## config.mk

```make
export PLATFORM = sky130hd
export DESIGN_NAME = booth_mul
export DESIGN_NICKNAME = d
export VERILOG_FILES = /design/src/rtl/booth_pkg.sv /design/src/rtl/booth_enc.sv /design/src/rtl/booth_sel.sv /design/src/rtl/booth_csa_chain.sv /design/src/rtl/booth_mul.sv
export SDC_FILE = /design/constraint.sdc
export NUM_CORES = 1
export LEC_CHECK = 0
export BUFFER_PORTS_ARGS = -buffer_cell sky130_fd_sc_hd__buf_2
export CAP_MARGIN = 20
export CORE_UTILIZATION = 50
export DETAILED_ROUTE_END_ITERATION = 12
export GPL_ROUTABILITY_DRIVEN = 0
export GPL_TIMING_DRIVEN = 0
export PLACE_DENSITY = 0.65
export SYNTH_ARGS = -nofsm -noshare
export SYNTH_HDL_FRONTEND = slang
export SYNTH_SLANG_ARGS = --single-unit
```

## constraint.sdc

```tcl
create_clock -name vclk -period 12.7
set_input_delay 1.905 -clock vclk [all_inputs]
set_output_delay 1.905 -clock vclk [all_outputs]
set_load 0.1 [all_outputs]
```

## src/rtl/booth_pkg.sv

```systemverilog
package booth_pkg;
  typedef struct packed {
    logic neg;  // subtract the selected multiple
    logic one;  // select 1x multiplicand
    logic two;  // select 2x multiplicand
  } booth_ctl_t;
endpackage

```

## src/rtl/booth_enc.sv

```systemverilog
module booth_enc
  import booth_pkg::*;
(
  input  logic [2:0] trip_i,
  output booth_ctl_t ctl_o
);
  always_comb begin
    ctl_o.one = trip_i[1] ^ trip_i[0];
    ctl_o.two = (trip_i == 3'b011) || (trip_i == 3'b100);
    ctl_o.neg = trip_i[2] & ~(trip_i[1] & trip_i[0]);  // 111 is +0, not -0
  end
endmodule

```

## src/rtl/booth_sel.sv

```systemverilog
module booth_sel
  import booth_pkg::*;
#(
  parameter int M = 16
) (
  input  logic [M-1:0] y_i,
  input  booth_ctl_t   ctl_i,
  output logic [M:0]   pp_o
);
  logic [M:0] mult;

  always_comb begin
    unique case ({ctl_i.two, ctl_i.one})
      2'b01:   mult = {y_i[M-1], y_i};
      2'b10:   mult = {y_i, 1'b0};
      default: mult = '0;
    endcase
    pp_o = mult ^ {(M+1){ctl_i.neg}};
  end
endmodule

```

## src/rtl/booth_csa_chain.sv

```systemverilog
module booth_csa_chain #(
  parameter int W = 32,
  parameter int K = 10
) (
  input  logic [W-1:0] rows_i [K],
  output logic [W-1:0] sum_o,
  output logic [W-1:0] carry_o
);
  localparam int S = K - 2;

  logic [W-1:0] s_w [S];
  logic [W-1:0] c_w [S];

  for (genvar j = 0; j < S; j++) begin : g_stage
    logic [W-1:0] x, y, z;
    if (j == 0) begin : g_first
      assign x = rows_i[0];
      assign y = rows_i[1];
    end else begin : g_next
      assign x = s_w[j-1];
      assign y = c_w[j-1];
    end
    assign z = rows_i[j+2];
    assign s_w[j] = x ^ y ^ z;
    assign c_w[j] = {((x[W-2:0] & y[W-2:0]) | (x[W-2:0] & z[W-2:0]) |
                      (y[W-2:0] & z[W-2:0])), 1'b0};
  end

  assign sum_o   = s_w[S-1];
  assign carry_o = c_w[S-1];
endmodule

```

## src/rtl/booth_mul.sv

```systemverilog
module booth_mul
  import booth_pkg::*;
#(
  parameter int M       = 16,
  parameter int N       = 16,
  parameter bit OUT_REG = 1'b0
) (
  input  logic           clk_i,
  input  logic           rst_ni,
  input  logic [M-1:0]   a_i,
  input  logic [N-1:0]   b_i,
  output logic [M+N-1:0] product_o
);
  localparam int W = M + N;
  localparam int P = N / 2;
  localparam int K = P + 2;

  // offset that cancels the inverted-sign trick of every row
  function automatic logic [W-1:0] sext_const();
    logic [W-1:0] k;
    k = '0;
    for (int i = 0; i < P; i++) k = k - (W'(1) << (M + 2*i));
    return k;
  endfunction
  localparam logic [W-1:0] SEXT_K = sext_const();

  logic [N:0]   bx;
  booth_ctl_t   ctl_w [P];
  logic [M:0]   pp_w  [P];
  logic [W-1:0] rows  [K];
  logic [W-1:0] neg_row;
  logic [W-1:0] csa_s, csa_c, prod_comb;

  assign bx = {b_i, 1'b0};

  for (genvar i = 0; i < P; i++) begin : g_row
    booth_enc u_enc (
      .trip_i (bx[2*i+2:2*i]),
      .ctl_o  (ctl_w[i])
    );
    booth_sel #(.M(M)) u_sel (
      .y_i   (a_i),
      .ctl_i (ctl_w[i]),
      .pp_o  (pp_w[i])
    );
    assign rows[i] = W'({~pp_w[i][M], pp_w[i][M-1:0]}) << (2*i);

    // at most one magnitude selected; sign only with nonzero digit
    p_digit_r3: assert property (@(posedge clk_i) disable iff (!rst_ni)
      $onehot0({ctl_w[i].one, ctl_w[i].two}) &&
      (!ctl_w[i].neg || ctl_w[i].one || ctl_w[i].two));
  end

  always_comb begin
    neg_row = '0;
    for (int i = 0; i < P; i++) neg_row[2*i] = ctl_w[i].neg;
  end

  assign rows[P]   = neg_row;
  assign rows[P+1] = SEXT_K;

  booth_csa_chain #(.W(W), .K(K)) u_csa (
    .rows_i  (rows),
    .sum_o   (csa_s),
    .carry_o (csa_c)
  );

  assign prod_comb = csa_s + csa_c;

  if (OUT_REG) begin : g_reg
    logic primed;
    always_ff @(posedge clk_i or negedge rst_ni) begin
      if (!rst_ni) begin
        product_o <= '0;
        primed    <= 1'b0;
      end else begin
        product_o <= prod_comb;
        primed    <= 1'b1;
      end
    end

    p_latency_r5: assert property (@(posedge clk_i) disable iff (!rst_ni)
      primed |-> product_o == $past(prod_comb));
    p_reset_r6: assert property (@(posedge clk_i) !rst_ni |-> product_o == '0);
  end else begin : g_comb
    assign product_o = prod_comb;
  end

  // reference checks against a plain signed multiply
  logic [W-1:0] ref_w, rows_total;
  assign ref_w = $signed({{N{a_i[M-1]}}, a_i}) * $signed({{M{b_i[N-1]}}, b_i});

  always_comb begin
    rows_total = '0;
    for (int i = 0; i < K; i++) rows_total = rows_total + rows[i];
  end

  p_rows_r3: assert property (@(posedge clk_i) disable iff (!rst_ni)
    rows_total == ref_w);
  p_product_r1: assert property (@(posedge clk_i) disable iff (!rst_ni)
    prod_comb == ref_w);
  p_zero_r4: assert property (@(posedge clk_i) disable iff (!rst_ni)
    (a_i == '0 || b_i == '0) |-> prod_comb == '0);
endmodule

```

# Yosys cells after proc, flatten, opt, wreduce, memory -nomap -nowiden
# Index checks and enable logic that the tools add are counted.
# word_totals
regBits	0
input_bits	34
output_inout_bits	32
elab_cells	145
# classes
add_sub_neg	1
eq_ne	31
mux	8
n_bitwise	98
n_reduce_logical	7
# ops
operator	n
$or 31x31->31	14
$and 31x31->31	9
$pmux 17 s2	8
$xor 32x32->32	7
$xor 17x17->17	8
$and 31x15->31	2
$and 31x23->31	2
$and 31x25->31	2
$and 31x27->31	2
$and 31x29->31	2
$or 31x30->31	2
$add 32x32->32	1
$xor 32x15->32	1
$xor 32x21->32	1
$xor 32x23->32	1
$xor 32x25->32	1
$xor 32x27->32	1
$xor 32x29->32	1
$xor 32x31->32	1
$and 17x21->21	1
$and 19x21->21	1
$eq 3x2->1 const B	7
$eq 3x3->1 const B	7
$and 17x19->19	1
8 further kinds	62

# Depth between registers and ports, before layout
# logic_depth
depth_word	31
mapped_depth	33
mapped_depth_nobuf	29

# By module
# From an unflattened synthesis, not the netlist that was laid out.
# unflattened
cells_unflattened	1047
hier_area_um2	10871.7
# by_module_without_submodules
module	n_inst	cells_each	area_each_um2	seq_area_each_um2
booth_csa_chain	1	290	5162.5	0.0
booth_sel	8	62	465.4	0.0
booth_mul	1	213	1555.2	0.0
booth_enc	8	6	53.8	0.0

# Least setup slack after synthesis
# No wires, ideal clock.
# synth_timing
kind	input to output
start	input b_i[1]
end	output product_o[29]
arrival_time_ns	11.755
required_time_ns	10.795
slack_ns	-0.960
cell_stages	30
path_buffers	3
cell_sequence	clkbuf_1 -> clkinv_1 -> ha_1 -> mux2_2 -> inv_1 -> ha_1 -> clkbuf_1 -> clkbuf_1 -> a22oi_1 -> nor2_1 -> xnor2_1 -> fa_1 -> inv_1 -> fa_1 -> fa_1 -> fa_1 -> inv_1 -> fa_1 -> inv_1 -> fa_1 -> inv_1 -> fa_1 -> ha_1 -> ha_1 -> a21oi_1 -> o21ai_0 -> a21oi_1 -> o21ai_0 -> a2111oi_0 -> nor4bb_1
# synth_via
elab_chain_cells	31
elab_cells_between_ends	73
cone_classes	add/sub (1); eq/ne (7); mux (2); bitwise (62); reduce/logical (1)
# synth_rtl
element	line_no	text
start, declared	booth_mul.sv:11	input logic [N-1:0] b_i,
$eq 3x2->1 / $eq 3x3->1 (equally long branches)	booth_enc.sv:9	ctl_o.two = (trip_i == 3'b011) || (trip_i == 3'b100);
$logic_or 1x1->1	booth_enc.sv:9	
$eq 2x2->1 / $eq 2x1->1 (equally long branches)	booth_sel.sv:13	unique case ({ctl_i.two, ctl_i.one})
$pmux 17 s2	booth_sel.sv:13	
$xor 17x17->17	booth_sel.sv:18	pp_o = mult ^ {(M+1){ctl_i.neg}};
$not 1->1	booth_mul.sv:46	assign rows[i] = W'({~pp_w[i][M], pp_w[i][M-1:0]}) << (2*i);
$and 17x19->19	booth_csa_chain.sv:25	assign c_w[j] = {((x[W-2:0] & y[W-2:0]) | (x[W-2:0] & z[W-2:0]) |
$or 31x31->31 (2 in a row)	booth_csa_chain.sv:25	
[10 not listed]	--	
$or 31x31->31 (2 in a row)	booth_csa_chain.sv:25	
$and 31x31->31	booth_csa_chain.sv:25	
$or 31x31->31 (2 in a row)	booth_csa_chain.sv:25	
$and 31x31->31	booth_csa_chain.sv:25	
$or 31x31->31 (2 in a row)	booth_csa_chain.sv:25	
$and 31x31->31	booth_csa_chain.sv:25	
$or 31x30->31 (2 in a row)	booth_csa_chain.sv:25	
$add 32x32->32 (*)	booth_mul.sv:68	assign prod_comb = csa_s + csa_c;
end, declared	booth_mul.sv:12	output logic [M+N-1:0] product_o
# Mark *: on every way between the ends. The rest lies on a longest branch, timed or not.

# Worst setup path in the final report
# layout_timing
start	input b_i[1]
end	output product_o[28]
# Same word-level chain as after synthesis.

==> metrics.txt <==
CP delay by family, top adder cells; Final Net Count 1378; vias in the first global route 7123; Worst Hold Depth 4; post-synthesis cell count 1072; DIE AREA 17300 sq um; Post-CTS Hold Fix Bufs 0; GRT Max-Usage Layer met2; detailed placement HPWL 18700 microns; fin crit share 96.5%; Yosys warning count 0; pin count of the biggest net entering global routing 11; Rel. slew slack 32.5%; CP Launch Type primary input; Worst EP required 10.80 ns; Antenna Nets Post-Route 0; cell row count 47; multi-input logic area 7360 sq um; Slew Limit Fails 0; DR vias 7344; post-synth top area share 20.7%; hold violation count in the final report 0; n_diodes 0; Via density 5.48; syn nets 1329; Final setup violation count 0; Max-cap violations 0; Worst Path Buf+Inv 10; register area 0 sq um; Overflow after GRT 0; syn avg cell area 7.83 sq um; WS Path Type in2out; FF+latch count 0; met3 Use GR 1.00%; per-cell routed wire length 16.0 microns; global-route wire length before repair 35200 microns; met2 Use GR 45.1%; ratio of cells with drive above 1 in the final layout 7.86%; minimum clock period 12.26 ns; Port Buffers 48; synth top area cells fa_1 21%, ha_1 20%, xnor2_1 12%; HP Start b_i[1]; sequential area share after synthesis 0%; DRC 0; status completed; fill cell count 1666; Crit-path slowest cell fa_1; P&R area growth vs syn 6.23%; Worst Hold Path EP product_o[0]; Core Footprint 16500 sq um; number of clock buffers in the layout 0; GR Util All Layers 24.6%; Initial Utilization 51.0%; Crit path largest cell delay 0.54 ns; routing usage on met1 31.6%; Pre-antenna DRT Iters 7; WHS 4.58 ns; post-CTS resize count 3; Worst setup EP type primary output; Critical Path AT 10.35 ns; Die Wd 132 microns; Top Ports 66; Die Y 132 microns; Fmax 81.6 MHz; Distinct cells, synth 53; initial antenna violation count 0; RSZ-0062 raised after global routing false; total wire length 21400 microns; actual slew at the worst max-slew pin 1.01 ns; Iteration-0 DRC Markers 448; Hold Path Class in2out; postcts setup bufs 0; Max FO, Critical Path 11; Worst path depth 31; area leader, netlist fa_1; critical path's most frequent cell fa_1; mapped cell area 8400 sq um
==> layer usage <==
| metal | wire length (microns) | share of wire [%] |
|---|---|---|
| met1 | 9210 | 43 |
| met2 | 10700 | 50 |
| met3 | 984 | 4.6 |
| met4 | 522 | 2.4 |
| met5 | 0 | 0 |
==> cells in the mapped netlist (2+ instances only) <==
master,n
a2111oi_0,2
a211oi_2,2
a211oi_4,3
a21o_1,15
a21oi_1,29
a221oi_1,2
a22oi_1,105
a31oi_1,5
and3_4,2
buf_1,2
buf_2,9
clkbuf_1,79
clkinv_1,2
fa_1,87
ha_1,136
inv_1,178
mux2_2,9
nand2_1,39
nand2b_1,5
nand3_1,5
nand3b_1,4
nand4_1,5
nor2_1,119
nor2b_1,6
nor3_1,8
nor3b_1,5
o211ai_1,3
o21ai_0,16
o21ai_1,3
o31ai_1,6
xnor2_1,117
xor2_1,43
==> cell type report <==
class	count	share of cell area [%]
multi-input combinational	800	82.5
timing repair buffer	48	2.72
inverter	181	7.63
tap	220	3.09
buffer	90	4.01
==> metrics by stage <==
stage               worst slack, ns  TNS (ns)  utilization (%)  instance area (sq um)  std cells
floorplan                    0.0882         0                -                   8400       1072
global placement             -0.130    -0.130             54.2                   8920       1340
detailed placement           -0.155    -0.155             54.2                   8920       1340
CTS                           0.105         0             54.2                   8920       1340
global route                 0.0300         0             54.2                   8920       1339
finish                        0.442         0             54.2                   8920       1339
==> logic make-up (layout without fill, tap and decap cells) <==
| logic type | after synthesis | after routing | share of synthesized area [%] |
|---|---|---|---|
| and+or+nand+nor | 208 | 208 | 11.1 |
| xor gates and xnor gates | 160 | 160 | 16.7 |
| muxes | 9 | 9 | 1.21 |
| AOI/OAI and AO/OA | 200 | 200 | 17.6 |
| buffers and inverters | 272 | 319 | 12.4 |
| adders and majority gates | 223 | 223 | 41.0 |
==> cells in the final DEF, fill, tap and decap left out, types with 2 or more instances in the layout <==
| cell type | instances |
|---|---|
| o21ai_1 | 3 |
| o21ai_0 | 16 |
| nand2_1 | 39 |
| nor2_1 | 119 |
| a22oi_1 | 105 |
| a2111oi_0 | 2 |
| a31oi_1 | 5 |
| a211oi_2 | 2 |
| nand3_1 | 5 |
| nor3_1 | 8 |
| fa_1 | 87 |
| ha_1 | 136 |
| buf_1 | 2 |
| nor3b_1 | 5 |
| mux2_2 | 9 |
| xor2_1 | 43 |
| xnor2_1 | 117 |
| o211ai_1 | 3 |
| and3_4 | 2 |
| a221oi_1 | 2 |
| a21oi_1 | 29 |
| a21o_1 | 15 |
| a211oi_4 | 3 |
| o31ai_1 | 6 |
| nor2b_1 | 6 |
| buf_2 | 56 |
| inv_1 | 178 |
| nand3b_1 | 4 |
| nand4_1 | 5 |
| clkbuf_1 | 77 |
| nand2b_1 | 5 |
==> worst max path at each step <==
stage / startpoint / endpoint / slack (ns)
after global routing: b_i[1] / product_o[28] / 0.03
final: b_i[1] / product_o[28] / 0.44
after CTS: b_i[1] / product_o[28] / 0.11
after detailed placement: b_i[1] / product_o[28] / -0.16
after global placement: b_i[1] / product_o[28] / -0.13
after floorplan: b_i[1] / product_o[29] / 0.09
Power is not shown: default switching activity piles up to over one toggle a cycle in this logic, so the estimate is an artifact.
